===== config.mk =====
export PLATFORM = sky130hd
export DESIGN_NAME = pwm_quad
export DESIGN_NICKNAME = d
export VERILOG_FILES = /design/src/rtl/pwmq_pkg.sv /design/src/rtl/pwmq_regs.sv /design/src/rtl/pwmq_pair.sv /design/src/rtl/pwm_quad.sv
export SDC_FILE = /design/constraint.sdc
export NUM_CORES = 1
export LEC_CHECK = 0
export ABC_AREA = 1
export BUFFER_PORTS_ARGS = -buffer_cell sky130_fd_sc_hd__buf_4
export CORE_MARGIN = 2
export CORE_UTILIZATION = 57
export CTS_BUF_LIST = sky130_fd_sc_hd__clkbuf_4 sky130_fd_sc_hd__clkbuf_8 sky130_fd_sc_hd__clkbuf_16
export DETAILED_ROUTE_END_ITERATION = 10
export PLACE_DENSITY = 0.78
export SLEW_MARGIN = 5
export SYNTH_ARGS = -nofsm -noshare
export SYNTH_HDL_FRONTEND = slang
export SYNTH_HIERARCHICAL = 1
export SYNTH_SLANG_ARGS = --single-unit

===== constraint.sdc =====
create_clock -name clk -period 3.9 [get_ports clk]
set_clock_uncertainty 0.05 [all_clocks]
set_input_delay 0.78 -clock clk [delete_from_list [all_inputs] [get_ports clk]]
set_output_delay 0.78 -clock clk [all_outputs]
set_load 0.02 [all_outputs]

===== src/rtl/pwmq_pkg.sv =====
package pwmq_pkg;

    localparam int CH_N   = 4;
    localparam int PAIR_N = CH_N / 2;
    localparam int BYTE_W = 8;
    localparam int ADDR_W = 4;
    localparam int CH_IW  = $clog2(CH_N);

    localparam logic [ADDR_W-1:0] A_CTRL = 4'd0;
    localparam logic [ADDR_W-1:0] A_CNT  = 4'd1;
    localparam logic [ADDR_W-1:0] A_PER  = 4'd5;
    localparam logic [ADDR_W-1:0] A_DUTY = 4'd9;
    localparam logic [ADDR_W-1:0] A_END  = 4'd13;

    typedef enum logic [1:0] {
        FLD_CNT,
        FLD_PER,
        FLD_DUTY,
        FLD_NONE
    } fld_e;

    typedef enum logic {
        PAIR_SPLIT,
        PAIR_JOINED
    } pair_mode_e;

    typedef struct packed {
        logic             is_ctrl;
        fld_e             fld;
        logic [CH_IW-1:0] ch;
    } dec_t;

    function automatic dec_t decode_addr(input logic [ADDR_W-1:0] a);
        dec_t d;
        d.is_ctrl = (a == A_CTRL);
        d.fld     = FLD_NONE;
        d.ch      = '0;
        if (a >= A_CNT && a < A_PER) begin
            d.fld = FLD_CNT;
            d.ch  = CH_IW'(a - A_CNT);
        end else if (a >= A_PER && a < A_DUTY) begin
            d.fld = FLD_PER;
            d.ch  = CH_IW'(a - A_PER);
        end else if (a >= A_DUTY && a < A_END) begin
            d.fld = FLD_DUTY;
            d.ch  = CH_IW'(a - A_DUTY);
        end
        return d;
    endfunction

    // high-order channel of a pair is the even one
    function automatic logic is_high_ch(input logic [CH_IW-1:0] ch);
        return ~ch[0];
    endfunction

endpackage


===== src/rtl/pwmq_regs.sv =====
module pwmq_regs
    import pwmq_pkg::*;
#(
    parameter int DW = BYTE_W
) (
    input  logic                 clk,
    input  logic                 rst,
    input  logic                 wr,
    input  logic                 rd,
    input  logic [ADDR_W-1:0]    addr,
    input  logic [DW-1:0]        wdata,
    input  logic [CH_N*DW-1:0]   cnt_flat,
    output logic [DW-1:0]        rdata,
    output logic [PAIR_N-1:0]    join_q,
    output logic [CH_N*DW-1:0]   per_flat,
    output logic [CH_N*DW-1:0]   duty_flat,
    output logic [CH_N-1:0]      cnt_wr
);

    dec_t dec;
    assign dec = decode_addr(addr);

    logic [DW-1:0] per_q  [CH_N];
    logic [DW-1:0] duty_q [CH_N];
    logic [DW-1:0] cnt_arr[CH_N];

    for (genvar k = 0; k < CH_N; k++) begin : g_flat
        assign cnt_arr[k]             = cnt_flat[k*DW +: DW];
        assign per_flat[k*DW +: DW]   = per_q[k];
        assign duty_flat[k*DW +: DW]  = duty_q[k];
        assign cnt_wr[k]              = wr && (dec.fld == FLD_CNT) && (dec.ch == CH_IW'(k));
    end

    // coherent wide read: capture low byte when the high byte is read
    logic          snap_v;
    logic          snap_pair;
    logic [DW-1:0] snap_val;
    logic          snap_take;
    logic          pair_sel;

    assign pair_sel  = dec.ch[CH_IW-1];
    assign snap_take = rd && (dec.fld == FLD_CNT) && is_high_ch(dec.ch) && join_q[pair_sel];

    always_ff @(posedge clk) begin
        if (rst) begin
            join_q    <= '0;
            snap_v    <= 1'b0;
            snap_pair <= 1'b0;
            snap_val  <= '0;
            for (int k = 0; k < CH_N; k++) begin
                per_q[k]  <= '0;
                duty_q[k] <= '0;
            end
        end else begin
            if (wr && dec.is_ctrl) begin
                join_q <= wdata[PAIR_N-1:0];
            end
            if (wr && dec.fld == FLD_PER) begin
                per_q[dec.ch] <= wdata;
            end
            if (wr && dec.fld == FLD_DUTY) begin
                duty_q[dec.ch] <= wdata;
            end
            snap_v <= snap_take;
            if (snap_take) begin
                snap_pair <= pair_sel;
                snap_val  <= cnt_arr[{pair_sel, 1'b1}];
            end
        end
    end

    logic use_snap;
    assign use_snap = snap_v && !is_high_ch(dec.ch) && (snap_pair == pair_sel)
                      && join_q[pair_sel];

    always_comb begin
        rdata = '0;
        if (rd) begin
            if (dec.is_ctrl) begin
                rdata = DW'(join_q);
            end else begin
                unique case (dec.fld)
                    FLD_CNT:  rdata = use_snap ? snap_val : cnt_arr[dec.ch];
                    FLD_PER:  rdata = per_q[dec.ch];
                    FLD_DUTY: rdata = duty_q[dec.ch];
                    default:  rdata = '0;
                endcase
            end
        end
    end

endmodule


===== src/rtl/pwmq_pair.sv =====
module pwmq_pair
    import pwmq_pkg::*;
#(
    parameter int DW = BYTE_W
) (
    input  logic          clk,
    input  logic          rst,
    input  logic          join_en,
    input  logic [1:0]    en,
    input  logic [1:0]    clr,
    input  logic [DW-1:0] per_hi,
    input  logic [DW-1:0] per_lo,
    input  logic [DW-1:0] duty_hi,
    input  logic [DW-1:0] duty_lo,
    output logic [DW-1:0] cnt_hi,
    output logic [DW-1:0] cnt_lo,
    output logic          out_hi,
    output logic          out_lo,
    output logic          oe_hi,
    output logic          oe_lo
);

    localparam int WW = 2 * DW;

    pair_mode_e mode;
    assign mode = join_en ? PAIR_JOINED : PAIR_SPLIT;

    // lane 0 = high-order channel, lane 1 = low-order channel
    logic [DW-1:0] lane_q   [2];
    logic [DW-1:0] lane_per [2];
    logic [DW-1:0] lane_duty[2];
    logic [DW-1:0] lane_nxt [2];
    logic          lane_hit [2];

    assign lane_per[0]  = per_hi;
    assign lane_per[1]  = per_lo;
    assign lane_duty[0] = duty_hi;
    assign lane_duty[1] = duty_lo;

    for (genvar k = 0; k < 2; k++) begin : g_lane
        assign lane_nxt[k] = (lane_q[k] == lane_per[k]) ? '0 : lane_q[k] + 1'b1;
        assign lane_hit[k] = lane_q[k] < lane_duty[k];
    end

    logic [WW-1:0] wide_cnt, wide_per, wide_duty, wide_nxt;
    logic          wide_hit;

    assign wide_cnt  = {lane_q[0], lane_q[1]};
    assign wide_per  = {per_hi, per_lo};
    assign wide_duty = {duty_hi, duty_lo};
    assign wide_nxt  = (wide_cnt == wide_per) ? '0 : wide_cnt + 1'b1;
    assign wide_hit  = wide_cnt < wide_duty;

    always_ff @(posedge clk) begin
        if (rst) begin
            lane_q[0] <= '0;
            lane_q[1] <= '0;
        end else if (mode == PAIR_JOINED) begin
            if (clr[1]) begin
                lane_q[0] <= '0;
                lane_q[1] <= '0;
            end else if (en[1]) begin
                lane_q[0] <= wide_nxt[WW-1:DW];
                lane_q[1] <= wide_nxt[DW-1:0];
            end
        end else begin
            for (int k = 0; k < 2; k++) begin
                if (clr[k]) begin
                    lane_q[k] <= '0;
                end else if (en[k]) begin
                    lane_q[k] <= lane_nxt[k];
                end
            end
        end
    end

    assign cnt_hi = lane_q[0];
    assign cnt_lo = lane_q[1];
    assign out_hi = (mode == PAIR_JOINED) ? 1'b0 : lane_hit[0];
    assign out_lo = (mode == PAIR_JOINED) ? wide_hit : lane_hit[1];
    assign oe_hi  = (mode == PAIR_SPLIT);
    assign oe_lo  = 1'b1;

endmodule


===== src/rtl/pwm_quad.sv =====
module pwm_quad
    import pwmq_pkg::*;
#(
    parameter int DW = BYTE_W
) (
    input  logic              clk,
    input  logic              rst,
    input  logic              bus_wr,
    input  logic              bus_rd,
    input  logic [ADDR_W-1:0] bus_addr,
    input  logic [DW-1:0]     bus_wdata,
    output logic [DW-1:0]     bus_rdata,
    input  logic [CH_N-1:0]   cnt_en,
    output logic [CH_N-1:0]   pwm_out,
    output logic [CH_N-1:0]   pwm_oe
);

    logic [PAIR_N-1:0]  join_q;
    logic [CH_N*DW-1:0] cnt_flat;
    logic [CH_N*DW-1:0] per_flat;
    logic [CH_N*DW-1:0] duty_flat;
    logic [CH_N-1:0]    cnt_wr;

    pwmq_regs #(.DW(DW)) regs_i (
        .clk      (clk),
        .rst      (rst),
        .wr       (bus_wr),
        .rd       (bus_rd),
        .addr     (bus_addr),
        .wdata    (bus_wdata),
        .cnt_flat (cnt_flat),
        .rdata    (bus_rdata),
        .join_q   (join_q),
        .per_flat (per_flat),
        .duty_flat(duty_flat),
        .cnt_wr   (cnt_wr)
    );

    for (genvar p = 0; p < PAIR_N; p++) begin : g_pair
        localparam int HI = 2 * p;
        localparam int LO = 2 * p + 1;

        pwmq_pair #(.DW(DW)) pair_i (
            .clk    (clk),
            .rst    (rst),
            .join_en(join_q[p]),
            .en     (cnt_en[HI +: 2]),
            .clr    (cnt_wr[HI +: 2]),
            .per_hi (per_flat[HI*DW +: DW]),
            .per_lo (per_flat[LO*DW +: DW]),
            .duty_hi(duty_flat[HI*DW +: DW]),
            .duty_lo(duty_flat[LO*DW +: DW]),
            .cnt_hi (cnt_flat[HI*DW +: DW]),
            .cnt_lo (cnt_flat[LO*DW +: DW]),
            .out_hi (pwm_out[HI]),
            .out_lo (pwm_out[LO]),
            .oe_hi  (pwm_oe[HI]),
            .oe_lo  (pwm_oe[LO])
        );
    end

endmodule


==> results_dict.tcl <==
set metrics [dict create \
    fin_tns_setup_ps 0 \
    port_buffers 33 \
    cts_tree "yes" \
    gp_congestion 1.04 \
    final_cell_area_mm2 0.00908 \
    clockPowerShare 0.308 \
    wl_per_cell_um 17.2 \
    synth_cell_types 33 \
    synthesis.nets 1223 \
    final_layout_size_suffix_gt1_frac 0.112 \
    first_iter_violations 1097 \
    dieHeight_um 124 \
    pwr-share-comb 0.223 \
    max-cap-violations 0 \
    ys_seq_area_frac 0.383 \
    area_delta_synth_final_pct 11.3 \
    viasPerCell 5.59 \
    async_flop_share 0 \
    cp_data_arrival_time_ps 3000 \
    diodes 0 \
    wirelength_mm 24.2 \
    synthCells 1164 \
    yosysTopAreaCellShare 0.353 \
    synth_flop_cell "edfxtp_1" \
    clockBufferDepth 2 \
    grt_overflow 0 \
    hold_viol_final 0 \
    fp-row-count 43 \
    p_int_mw 2.10 \
    p_sw_mw 1.02 \
    grt_usage 0.322 \
    final_common_cell "nand2_1" \
    status "complete, no violations" \
    avgSynthCellArea_um2 7.01 \
    final_antenna_net_count 0 \
    core_area_mm2 0.0139 \
    cts_htree_levels 3 \
    p_per_area_mw_per_mm2 343 \
    layout_common_cells "nand2_1 (368), nor2_1 (198), inv_1 (154), edfxtp_1 (96), a21oi_1 (66)" \
    min_period_ps 3830 \
    grt_pass1_wl_mm 36.5 \
    setup_viol 0 \
    antenna_found_initial 1 \
    crit_fanout 18 \
    postPlaceCellArea_mm2 0.00861 \
    cp.required_ps 3070 \
    fin_crit_sh 0.982 \
    grt_pass1_vias 6976 \
    clock-sinks 108 \
    fill_cells 1224 \
    cp-end-kind "primary output" \
    pre_cts_ws_ps 121 \
    start_util 0.585 \
    p_sw_frac 0.327 \
    p_leak_nw 4.29 \
    syn-cell-area_mm2 0.00816 \
    netlist_top_cells_area "edfxtp_1 (35%), nand2_1 (17%), nor2_1 (9.1%)" \
    synth_top_cell_by_area "edfxtp_1" \
    synth_warnings 6 \
    holdBufCountCts 0 \
    drt-pass1-iter-count 5 \
    die_area_mm2 0.0153 \
    cts_buffers 9 \
    vdd_drop_max_uv 401 \
    clkTransAtPathRegs_ps 70 \
    slew_violations 0 \
    synth_edf_count 96 \
    finalWorstSetupSlack_ps 69.2 \
    clkLatencyLatePin_ps 360 \
    dpl.hpwl_mm 18.0 \
    synth-seq-cells 108 \
    crit_type "in -> out" \
    slew_headroom 0.556 \
    vias 7846 \
    grt_max_degree 26 \
    worst_pin_slew_ps 660 \
    fp.dieW_um 124 \
    drc 0 \
    cp-start-kind "primary input" \
    p_seq_frac 0.469 \
    hp-class "reg -> reg" \
    clock.fmax_mhz 261 \
    final_nets 1278 \
    ioPinCount 36 \
    root_buffer "clkbuf_16" \
]
[stage by stage]
| step | util | power, mW | hold slack [ps] | std cells |
|---|---|---|---|---|
| after floorplan | - | 1.89 | 374 | 1164 |
| after global placement | 0.618 | 2.10 | 389 | 1372 |
| after detailed placement | 0.618 | 2.12 | 394 | 1372 |
| after CTS | 0.640 | 3.06 | 404 | 1388 |
| after global routing | 0.652 | 3.24 | 426 | 1404 |
| final | 0.652 | 3.12 | 400 | 1404 |
[synthesized netlist by cell type, types with 2 or more instances]
| cell type | n |
|---|---|
| ha_1 | 39 |
| clkbuf_1 | 3 |
| buf_2 | 10 |
| inv_2 | 19 |
| nand2_2 | 4 |
| nor2_4 | 9 |
| dfxtp_1 | 12 |
| buf_4 | 5 |
| buf_6 | 5 |
| o21ai_0 | 30 |
| nand4_1 | 20 |
| edfxtp_1 | 96 |
| nor4_4 | 2 |
| inv_1 | 155 |
| nor2_1 | 198 |
| o21a_1 | 5 |
| nand2_1 | 370 |
| nor2_2 | 6 |
| nand2_4 | 3 |
| nor3_1 | 13 |
| nand3b_1 | 4 |
| o21ai_4 | 2 |
| xnor2_1 | 4 |
| nand3_1 | 42 |
| xor2_1 | 26 |
| o21ai_1 | 8 |
| a21oi_1 | 66 |
| nand3_4 | 2 |
| conb_1 | 2 |
[registers in the layout, indices dropped and copies added (netlist names)]
signal / flops
regs_i/snap_pair: 1
regs_i/duty_q: 32
regs_i/snap_v: 1
regs_i/join_q: 2
regs_i/snap_val: 8
g_pair.pair_i/lane_q: 32
regs_i/per_q: 32
[routing by layer]
layer / GRT usage / vias to the layer above / part of all wire
li1: - / 3786 / -
met1: 0.453 / 3483 / 0.42
met2: 0.478 / 503 / 0.43
met3: 0.0806 / 74 / 0.12
met4: 0.124 / 0 / 0.034
met5: 0 / - / 0
[worst paths after layout]
check	from	end	slack [ps]	cells after the start
setup / recovery	bus_addr[0]	bus_rdata[6]	70	17
hold / removal	regs_i/snap_val[2]$_SDFFE_PP0P_	regs_i/snap_val[2]$_SDFFE_PP0P_	400	2
setup reg to reg	g_pair[1].pair_i/lane_q[0][7]$_DFFE_PP_	g_pair[1].pair_i/lane_q[0][1]$_DFFE_PP_	1880	9
hold reg to reg	regs_i/snap_val[2]$_SDFFE_PP0P_	regs_i/snap_val[2]$_SDFFE_PP0P_	400	2
[cell type report]
cell class	count	area [µm²]	area share
clock buffer	10	233	0.0256
inverter	175	663	0.0730
tap	180	225	0.0248
sequential	108	3120	0.344
timing repair buffer	65	508	0.0559
clock inverter	6	71.3	0.00785
multi-input combinational	860	4260	0.469
[worst max-delay path, stage by stage]
cell and delay [ps]:
buf_4 150, inv_2 80, ha_1 190, inv_1 70
a21oi_1 160, nand2_2 130, nand3_4 190, nand2_8 140
nor2_4 180, clkbuf_4 220, nand2_1 60, nand2_1 80
nor2_1 50, nor2_1 100, nor2_1 80, a21oi_1 160
buf_4 170
[kinds of logic after synthesis]
logic type	Yosys count	share of synthesized area
AOI/OAI and AO/OA	111	0.0724
xor gates and xnor gates	30	0.0322
adders and majority gates	39	0.0598
buffers and inverters	199	0.100
DFF	108	0.383
other	2	0.000921
and+or+nand+nor	675	0.352
[what timing repair did]
| item | CTS | global route |
|---|---|---|
| buffers inserted | 0 | 13 |
| gates resized for setup | 0 | 8 |
| endpoints found under the setup margin | 0 | 8 |
[power groups by stage]
stage	Clock, mW	Sequential (mW)	Combinational, mW
floorplan	0	1.42	0.474
global placement	0	1.48	0.619
detailed placement	0	1.48	0.634
CTS	0.965	1.46	0.638
global route	1.00	1.47	0.772
finish	0.961	1.46	0.694
Power figures use the tool's default switching activity.
